### src/rtl/apb_rs_pkg.sv
package apb_rs_pkg;

   // Bus phase as seen by the target on the current cycle
   typedef enum logic [1:0] {
      PH_IDLE   = 2'd0,
      PH_SETUP  = 2'd1,
      PH_ACCESS = 2'd2
   } apb_phase_e;

   // Width of a word index able to address N words (at least one bit)
   function automatic int unsigned idx_width(input int unsigned n);
      return (n > 1) ? $clog2(n) : 1;
   endfunction

endpackage

### src/rtl/apb_rs_decode.sv
module apb_rs_decode #(
   parameter int unsigned ADDR_W      = 6,
   parameter int unsigned WAIT_W      = 4,
   parameter int unsigned NUM_RANGES  = 3,
   parameter int unsigned RANGE_WORDS = 4,
   parameter logic [NUM_RANGES*WAIT_W-1:0] RANGE_WAITS = '0,
   localparam int unsigned MAP_WORDS  = NUM_RANGES * RANGE_WORDS,
   localparam int unsigned IDX_W      = apb_rs_pkg::idx_width(MAP_WORDS)
) (
   input  logic [ADDR_W-1:0] addr,
   output logic              hit,
   output logic [IDX_W-1:0]  word_idx,
   output logic [WAIT_W-1:0] wait_cnt
);

   logic [31:0]       word_addr;
   logic [NUM_RANGES-1:0] range_hit;
   logic [WAIT_W-1:0] range_wait [NUM_RANGES];
   logic              aligned;

   assign word_addr = 32'(addr[ADDR_W-1:2]);
   assign aligned   = (addr[1:0] == 2'b00);

   for (genvar r = 0; r < NUM_RANGES; r++) begin : g_range
      localparam int unsigned LO = r * RANGE_WORDS;
      localparam int unsigned HI = LO + RANGE_WORDS;
      assign range_hit[r]  = (word_addr >= LO) && (word_addr < HI);
      assign range_wait[r] = RANGE_WAITS[r*WAIT_W +: WAIT_W];
   end

   always_comb begin
      wait_cnt = '0;
      for (int r = 0; r < NUM_RANGES; r++) begin
         if (range_hit[r]) wait_cnt = wait_cnt | range_wait[r];
      end
   end

   assign hit      = aligned && (|range_hit);
   assign word_idx = addr[IDX_W+1:2];

endmodule

### src/rtl/apb_rs_pacer.sv
module apb_rs_pacer #(
   parameter int unsigned WAIT_W = 4
) (
   input  logic              clk,
   input  logic              rst_n,
   input  logic              access,
   input  logic [WAIT_W-1:0] load_val,
   output logic              ready
);

   logic              busy_q;
   logic [WAIT_W-1:0] cnt_q;
   logic [WAIT_W-1:0] remaining;

   // First access cycle takes the range setting, later ones the running count
   assign remaining = busy_q ? cnt_q : load_val;
   assign ready     = !access || (remaining == '0);

   always_ff @(posedge clk or negedge rst_n) begin
      if (!rst_n) begin
         busy_q <= 1'b0;
         cnt_q  <= '0;
      end else if (access && !ready) begin
         busy_q <= 1'b1;
         cnt_q  <= remaining - 1'b1;
      end else begin
         busy_q <= 1'b0;
         cnt_q  <= '0;
      end
   end

endmodule

### src/rtl/apb_rs_bank.sv
module apb_rs_bank #(
   parameter int unsigned DATA_W    = 32,
   parameter int unsigned WORDS     = 12,
   parameter logic [DATA_W-1:0] RESET_VAL = '0,
   localparam int unsigned IDX_W    = apb_rs_pkg::idx_width(WORDS)
) (
   input  logic              clk,
   input  logic              rst_n,
   input  logic              we,
   input  logic [IDX_W-1:0]  widx,
   input  logic [DATA_W-1:0] wdata,
   input  logic [IDX_W-1:0]  ridx,
   output logic [DATA_W-1:0] rdata
);

   logic [DATA_W-1:0] word_q [WORDS];

   for (genvar i = 0; i < WORDS; i++) begin : g_word
      always_ff @(posedge clk or negedge rst_n) begin
         if (!rst_n)                             word_q[i] <= RESET_VAL;
         else if (we && (widx == IDX_W'(i)))     word_q[i] <= wdata;
      end
   end

   always_comb begin
      rdata = '0;
      for (int i = 0; i < WORDS; i++) begin
         if (ridx == IDX_W'(i)) rdata = word_q[i];
      end
   end

endmodule

### src/rtl/apb_rs_target.sv
module apb_rs_target #(
   parameter int unsigned ADDR_W      = 6,
   parameter int unsigned DATA_W      = 32,
   parameter int unsigned WAIT_W      = 4,
   parameter int unsigned NUM_RANGES  = 3,
   parameter int unsigned RANGE_WORDS = 4,
   parameter logic [NUM_RANGES*WAIT_W-1:0] RANGE_WAITS = {4'd5, 4'd2, 4'd0}
) (
   input  logic              pclk,
   input  logic              presetn,
   input  logic              psel,
   input  logic              penable,
   input  logic              pwrite,
   input  logic [ADDR_W-1:0] paddr,
   input  logic [DATA_W-1:0] pwdata,
   output logic [DATA_W-1:0] prdata,
   output logic              pready,
   output logic              pslverr
);
   import apb_rs_pkg::*;

   localparam int unsigned MAP_WORDS = NUM_RANGES * RANGE_WORDS;
   localparam int unsigned IDX_W     = idx_width(MAP_WORDS);
   localparam int unsigned WA_W      = ADDR_W - 2;

   // Elaboration-time parameter checks
   if (DATA_W % 8 != 0) begin : g_bad_data_w
      $error("DATA_W must be a whole number of bytes");
   end
   if (ADDR_W < 3 || IDX_W + 2 > ADDR_W) begin : g_bad_addr_w
      $error("ADDR_W too small for the mapped words");
   end
   if (NUM_RANGES == 0 || RANGE_WORDS == 0) begin : g_bad_map
      $error("at least one range of at least one word is required");
   end
   if (MAP_WORDS > (1 << WA_W)) begin : g_bad_span
      $error("mapped words exceed the address space");
   end

   apb_phase_e        phase;
   logic              access;
   logic              done;
   logic              hit;
   logic [IDX_W-1:0]  word_idx;
   logic [WAIT_W-1:0] range_wait;
   logic [WAIT_W-1:0] load_val;
   logic [DATA_W-1:0] bank_rdata;
   logic              bank_we;

   always_comb begin
      if (!psel)        phase = PH_IDLE;
      else if (penable) phase = PH_ACCESS;
      else              phase = PH_SETUP;
   end

   assign access = (phase == PH_ACCESS);

   apb_rs_decode #(
      .ADDR_W      (ADDR_W),
      .WAIT_W      (WAIT_W),
      .NUM_RANGES  (NUM_RANGES),
      .RANGE_WORDS (RANGE_WORDS),
      .RANGE_WAITS (RANGE_WAITS)
   ) u_decode (
      .addr     (paddr),
      .hit      (hit),
      .word_idx (word_idx),
      .wait_cnt (range_wait)
   );

   // Only mapped reads are slowed; writes and unmapped accesses finish at once
   assign load_val = (pwrite || !hit) ? '0 : range_wait;

   apb_rs_pacer #(
      .WAIT_W (WAIT_W)
   ) u_pacer (
      .clk      (pclk),
      .rst_n    (presetn),
      .access   (access),
      .load_val (load_val),
      .ready    (pready)
   );

   assign done    = access && pready;
   assign bank_we = done && pwrite && hit;

   apb_rs_bank #(
      .DATA_W (DATA_W),
      .WORDS  (MAP_WORDS)
   ) u_bank (
      .clk   (pclk),
      .rst_n (presetn),
      .we    (bank_we),
      .widx  (word_idx),
      .wdata (pwdata),
      .ridx  (word_idx),
      .rdata (bank_rdata)
   );

   assign prdata  = (done && !pwrite && hit) ? bank_rdata : '0;
   assign pslverr = done && !pwrite && !hit;

endmodule

### config.mk
export PLATFORM = sky130hd
export DESIGN_NAME = apb_rs_target
export DESIGN_NICKNAME = d
export VERILOG_FILES = /design/src/rtl/apb_rs_pkg.sv /design/src/rtl/apb_rs_decode.sv /design/src/rtl/apb_rs_pacer.sv /design/src/rtl/apb_rs_bank.sv /design/src/rtl/apb_rs_target.sv
export SDC_FILE = /design/constraint.sdc
export NUM_CORES = 1
export LEC_CHECK = 0
export ABC_AREA = 1
export BUFFER_PORTS_ARGS = -buffer_cell sky130_fd_sc_hd__buf_2
export CORE_AREA = 2 2 194 196
export CTS_CLUSTER_SIZE = 24
export DETAILED_ROUTE_END_ITERATION = 12
export DIE_AREA = 0 0 196 198
export GPL_TIMING_DRIVEN = 0
export PLACE_DENSITY_LB_ADDON = 0.08
export SYNTH_ARGS = -nofsm -noshare
export SYNTH_HDL_FRONTEND = slang
export SYNTH_SLANG_ARGS = --single-unit
### constraint.sdc
create_clock -name pclk -period 2.2 [get_ports pclk]
set_input_delay 0.44 -clock pclk [delete_from_list [all_inputs] [get_ports pclk]]
set_output_delay 0.44 -clock pclk [all_outputs]
set_load 0.02 [all_outputs]
==> reports/summary.txt, run 1 <==
violated checks - negative setup slack
Initial Utilization - 49.0%
Synth-to-Final Area Change - 21.7%
WL final - 53700 µm
met3 usage - 2.79%
CTS Buffer Depth - 3
IO Count - 77
Setup WS post-layout - -0.528 ns
met2 GRT Util - 47.6%
final antenna-violating net count - 0
P_int - 0.0122 W
adder-cell share of the synthesized area - 0.138%
die footprint - 38800 µm²
Post-Synth Simple-Gate Area - 24.5%
Post-layout nets - 2376
worst hold slack - 0.198 ns
fmax - 0.367 GHz
Cell Pwr Density - 729 nW/µm²
sequential share of power - 47.0%
Crit Path Category - flip-flop to output pin
hpwl dp - 38500 µm
largest family of logic cells by synthesized area - simple AND/OR/NAND/NOR gates
RSZ-0062 raised after global routing - true
chip height - 198 µm
worst-path maximum fanout - 10
Root Driver - clkbuf_16
sequential fraction of the synthesis area - 53.7%
IO buf count - 76
gr usage total - 27.8%
Clk pin slew, worst setup/hold paths - 0.06 ns
Tcrit/Tclk final - 124%
CP startpoint kind - flip-flop
switching power - 0.00383 W
Post-Syn Area - 18100 µm²
#FFs+latches synth - 389
layout cells sized above 1 - 22.4%
GR Util met1 - 38.0%
n_diodes - 0
syn nets - 2205
Sw Ratio - 23.9%
clock skew - 0.0150 ns
initial antenna violation count - 0
Remaining DRCs - 0
power share of the combinational group - 6.9%
Die W - 196 µm
Peak VDD IR - 0.000544 V
Synth top area share - 53.7%
DR vias/cell - 5.36
Worst Hold Class - input pin to flip-flop
post-synthesis mux area share - 0%
clock power share - 46.1%
Post-Synthesis Cells - 2160
RePlAce Congestion - 0.868
gr ovfl total - 0
Arr. time, crit path - 2.29 ns
# clock sinks - 389
clk_lat worst skew - 0.54 ns
Critical Path RT - 1.76 ns
setup TNS - -17.89 ns
largest cells by area after synthesis - dfrtp_1 54%, nand2_1 16%, o21ai_1 6.8%
final setup vio count - 160
synthesis warning total - 0
first-pass detailed-route iteration total - 5
Worst setup EP type - output pin
vias in the first global route - 14.8k
Detailed Route Iter0 Violations - 1321
area leader, netlist - dfrtp_1
busiest layer in global routing - met2
Worst-Margin Slew - 0.718 ns
Yosys cell types - 31
max_slew headroom - 52.1%
post-synthesis compound-gate area fraction - 13.2%
max cap viols - 0
syn_area_per_cell - 8.39 µm²
pins over their slew limit - 0
per-cell routed wire length - 18.9 µm
first-pass GRT wire length - 82700 µm
CTS tree - done
fin crit period - 2.73 ns
H-Tree Depth - 2
num rows - 71
Fin. Hold Viols - 0
status - finished, violations left
FILL cells - 3320
pin count of the biggest net entering global routing - 121
Leakage - 10.3 nW
vias - 15.2k
Core Area - 37000 µm²
xor/xnor cell area share of the yosys netlist - 0.0483%
Inserted Clock Buffers - 42
==> worst paths after layout <==
| check | start | depth (start not counted) | end | slack [ns] |
|---|---|---|---|---|
| max in group asynchronous | presetn | 4 | u_bank.word_q[92]$_DFFE_PN0P_ | 0.32 |
| min in group asynchronous | presetn | 2 | u_bank.word_q[356]$_DFFE_PN0P_ | 0.38 |
| min reg2reg | u_bank.word_q[48]$_DFFE_PN0P_ | 2 | u_bank.word_q[48]$_DFFE_PN0P_ | 0.48 |
| max | u_pacer.busy_q$_DFF_PN0_ | 12 | prdata[13] | -0.53 |
| min | pwdata[17] | 3 | u_bank.word_q[369]$_DFFE_PN0P_ | 0.20 |
| max reg2reg | u_pacer.busy_q$_DFF_PN0_ | 14 | u_bank.word_q[8]$_DFFE_PN0P_ | -0.05 |
==> through the flow <==
step / utilization, % / cells / total power, W / setup WS (ns) / instance area, µm²
detailed placement: 52.8 / 2713 / 0.00869 / -1.09 / 19500
finish: 59.7 / 2838 / 0.0161 / -0.528 / 22000
floorplan: - / 2160 / 0.00821 / -0.0309 / 18400
CTS: 58.3 / 2816 / 0.0161 / -0.506 / 21600
global route: 59.7 / 2838 / 0.0166 / -0.604 / 22000
global placement: 52.5 / 2710 / 0.00864 / -7.14 / 19400
==> cell families (layout without fill, tap and decap cells) <==
logic type                 count (synthesis)  after routing
DFF                                      389            389
adders and majority gates                  2              2
buffers and inverters                    280            480
AOI/OAI and AO/OA                        422            422
xor gates and xnor gates                   1              1
and+or+nand+nor                         1066           1070
==> power groups by stage <==
stage / logic (W) / clock network, W / registers [W]
2_1_floorplan: 0.000562 / 0 / 0.00765
3_3_place_gp: 0.000965 / 0 / 0.00767
3_5_place_dp: 0.00101 / 0 / 0.00768
4_1_cts: 0.00107 / 0.00751 / 0.00755
5_1_grt: 0.00124 / 0.00778 / 0.00758
6_report: 0.00111 / 0.00741 / 0.00756
==> critical path, stage by stage, from the launching register on <==
cell and delay [ns]:
dfrtp_2 0.42, nand3b_4 0.18, nand2_4 0.07, inv_4 0.07, ha_4 0.14, nand4_4 0.09, nor2_4 0.12, buf_12 0.16
clkinv_8 0.11, nor2_1 0.12, nand2_1 0.10, inv_2 0.05, buf_4 0.12
==> cells in the mapped netlist <==
library cell / instances
nand2_1: 755
dfrtp_1: 389
o21ai_1: 245
nor2_1: 184
inv_1: 126
o21ai_0: 85
o21ai_2: 76
nand4_1: 60
clkbuf_1: 58
buf_6: 50
nand3_1: 28
buf_2: 21
a21oi_1: 16
or2_2: 14
buf_4: 13
nand3_4: 10
inv_2: 5
or2_0: 4
clkinv_1: 3
nor2_2: 3
buf_1: 2
ha_1: 2
nand3_2: 2
nor2_4: 2
buf_12: 1
clkinv_2: 1
nand2_2: 1
nand3b_2: 1
nand4_4: 1
nor3_1: 1
xnor2_1: 1
==> metal layers <==
layer  wire, µm  up-vias
met1      23600     7481
met5          0        -
li1           -     7288
met4       1250        0
met2      26400      375
met3       2480       77
==> flip-flops by register name, summed over array words and instances (netlist names) <==
signal / count
u_bank.word_q: 384
u_pacer.cnt_q: 4
u_pacer.busy_q: 1
==> layout make-up <==
type | instances | area [µm²] | share of cell area (%)
timing repair buffer | 123 | 1100 | 4.99
clock inverter | 12 | 166 | 0.755
tap | 474 | 593 | 2.69
clock buffer | 65 | 1280 | 5.80
sequential | 389 | 9740 | 44.2
inverter | 135 | 537 | 2.43
buffer | 145 | 1210 | 5.48
multi-input combinational | 1495 | 7430 | 33.7
==> placed cells by master, fill, tap and decap left out, drive strengths merged <==
master       instances
ha                   2
nand4               61
clkinv               8
buf                206
a21oi               16
nor2               189
nand3b               1
bufinv               4
nand3               44
or2                 18
dfrtp              389
o21ai              406
dlygate4sd3          1
nor3                 1
inv                134
xnor2                1
nand2              756
clkinvlp             1
clkbuf             126
==> repair_timing <==
| action | CTS | global route |
|---|---|---|
| pin swaps | 16 | 2 |
| cloned | 1 | 9 |
| setup buffers | 24 | 13 |
| hold endpoints to repair | 32 | 0 |
| resized for setup | 142 | 81 |
| setup endpoints to repair | 71 | 101 |
| hold buffers | 1 | 0 |
No activity file was read; power rests on OpenSTA's default activity.
==> run 2, diff against run 1 <==
Settings changed: RECOVER_POWER from default to 50.
==> run 2 against run 1 <==
Net effect:
- the run still ends with negative setup slack left
- sequential share of layout area grew 0.060 points
- die area is the same
- non-clock buffer count is the same
- first-iteration DRC count shrank 5.9%
- critical endpoint is now prdata[5]
- largest power group unchanged
==> reports/summary.txt, run 2 (synthesis results as in run 1) <==
vias - 15.2k
CTS tree - done
switching power - 0.00383 W
CP peak stage delay - 0.42 ns
fin crit period - 2.72 ns
busiest layer in global routing - met2
status - finished, violations left
WL final - 53600 µm
critical path depth - 12
R2R Path End - u_bank.word_q[22]$_DFFE_PN0P_
Die W - 196 µm
P_int - 0.0122 W
Root Driver - clkbuf_16
violated checks - negative setup slack
Crit Path Category - flip-flop to output pin
Setup WS post-layout - -0.516 ns
clock skew - 0.0145 ns
Reg2Reg Setup Slack - -0.06 ns
clock power share - 46.1%
fmax - 0.368 GHz
# clock sinks - 389
n_diodes - 0
RePlAce Congestion - 0.868
GR Util met1 - 38.0%
Clk pin slew, worst setup/hold paths - 0.06 ns
pin count of the biggest net entering global routing - 121
most common cell after layout, fill and taps aside - nand2_1
cells along the critical path - nand3b_4, nand2_4, inv_4, ha_4, nand4_4, nor2_4, buf_12, clkinv_8, nor2_1, nand2_1, inv_2, buf_4
hpwl dp - 38500 µm
RSZ-0062 raised after global routing - true
die footprint - 38800 µm²
H-Tree Depth - 2
Worst-Margin Slew - 0.930 ns
met3 usage - 2.79%
Cell Pwr Density - 729 nW/µm²
Reg-to-Reg Start - u_pacer.busy_q$_DFF_PN0_
IO buf count - 76
Detailed Route Iter0 Violations - 1243
sequential share of power - 47.1%
Top Registers - u_bank.word_q x384, u_pacer.cnt_q x4, u_pacer.busy_q x1
FILL cells - 3325
max cap viols - 0
Inserted Clock Buffers - 42
gr usage total - 27.8%
gr ovfl total - 0
chip height - 198 µm
clk_lat worst skew - 0.54 ns
Tcrit/Tclk final - 123%
Initial Utilization - 49.0%
slowest CP cell - dfrtp_2
Biggest register - u_bank.word_q
layout cells sized above 1 - 22.4%
Remaining DRCs - 0
commonest non-fill, non-tap cells in the layout - 745 x nand2_1, 388 x dfrtp_1, 242 x o21ai_1
worst-path maximum fanout - 10
Worst Reg-to-Reg Cells - 15
vias in the first global route - 14.8k
Fin. Hold Viols - 0
per-cell routed wire length - 18.9 µm
Critical Path RT - 1.76 ns
Bufs and invs on worst path - 5
critical path launch point - u_pacer.busy_q$_DFF_PN0_
final setup vio count - 247
Peak VDD IR - 0.000545 V
Critical Path End - prdata[5]
Post-DP Area - 19500 µm²
num rows - 71
Leakage - 10.3 nW
IO Count - 77
met2 GRT Util - 47.6%
CP startpoint kind - flip-flop
pins over their slew limit - 0
power share of the combinational group - 6.8%
first-pass detailed-route iteration total - 7
max FFs per register - 384
first-pass GRT wire length - 82700 µm
Worst setup EP type - output pin
Worst Hold Class - input pin to flip-flop
post-layout instance area - 22000 µm²
final antenna-violating net count - 0
DR vias/cell - 5.36
Sw Ratio - 23.8%
max_slew headroom - 38.0%
Synth-to-Final Area Change - 21.5%
Core Area - 37000 µm²
Post-layout nets - 2376
Arr. time, crit path - 2.28 ns
initial antenna violation count - 0
Crit path max-delay family - simple AND/OR/NAND/NOR gates
CTS Buffer Depth - 3
Finished Core Util - 59.6%
==> run 2: cell types whose count changed in the layout (fill, tap and decap cells not counted) <==
cell / previous run / this run
clkbuf_2: 18 / 19
buf_16: 3 / 1
buf_12: 7 / 8
==> run 2: worst reg2reg max path: stages (launching register included) <==
cell	delay (ns)
dfrtp_2	0.42
nand3b_4	0.18
nand2_4	0.07
inv_4	0.07
ha_4	0.14
nand4_4	0.09
buf_4	0.16
buf_6	0.12
inv_6	0.07
buf_12	0.12
buf_12	0.14
buf_6	0.12
nand3_4	0.15
buf_4	0.20
nand2_1	0.06
o21ai_2	0.05
==> run 2: what timing repair did <==
action,4_1_cts,5_1_grt
hold endpoints to repair,32,0
gates resized for setup,142,81
pin swaps,16,2
setup buffers,24,13
gates cloned,1,9
hold buffers,1,0
endpoints found under the setup margin,71,101
==> run 2: layout make-up <==
class                           count  area, µm²  area share (%)
Inverter                          135        537            2.44
Tap cell                          474        593            2.69
Buffer                            145       1210            5.48
Sequential cell                   389       9740            44.2
Clock buffer                       65       1280            5.81
Timing Repair Buffer              123       1070            4.87
Clock inverter                     12        166           0.756
Multi-Input combinational cell   1495       7430            33.7
==> run 2: stage by stage <==
stage | setup WS (ns) | TNS, ns | total power [W] | hold slack (ns) | std cells
3_5_place_dp | -1.09 | -151.53 | 0.00869 | 0.331 | 2713
4_1_cts | -0.506 | -15.19 | 0.0161 | 0.188 | 2816
2_1_floorplan | -0.0309 | -0.380 | 0.00821 | 0.144 | 2160
3_3_place_gp | -7.14 | -2890.24 | 0.00864 | 0.457 | 2710
5_1_grt | -0.604 | -99.80 | 0.0166 | 0.221 | 2838
6_report | -0.516 | -28.06 | 0.0161 | 0.197 | 2838
==> run 2: worst min path at each step <==
stage                                       start                        endpoint  slack, ns  cells after the start
floorplan                                 presetn    u_bank.word_q[0]$_DFFE_PN0P_       0.14                      0
global placement    u_bank.word_q[40]$_DFFE_PN0P_   u_bank.word_q[40]$_DFFE_PN0P_       0.46                      2
detailed placement                        presetn  u_bank.word_q[358]$_DFFE_PN0P_       0.33                      1
CTS                                    pwdata[17]  u_bank.word_q[369]$_DFFE_PN0P_       0.19                      3
global route                           pwdata[11]  u_bank.word_q[331]$_DFFE_PN0P_       0.22                      3
finish                                 pwdata[17]  u_bank.word_q[369]$_DFFE_PN0P_       0.20                      3
==> run 2: power by group through the flow <==
stage | Combinational [W] | Sequential (W) | Clock, W
CTS | 0.00107 | 0.00755 | 0.00751
finish | 0.00110 | 0.00756 | 0.00740
global route | 0.00123 | 0.00758 | 0.00778
global placement | 0.000965 | 0.00767 | 0
detailed placement | 0.00101 | 0.00768 | 0
floorplan | 0.000562 | 0.00765 | 0
==> run 2: metal layers <==
| layer | vias up | part of all wire [%] |
|---|---|---|
| met1 | 7453 | 44 |
| met5 | - | 0 |
| met2 | 377 | 49 |
| met4 | 0 | 2.3 |
| met3 | 76 | 4.7 |
| li1 | 7296 | - |
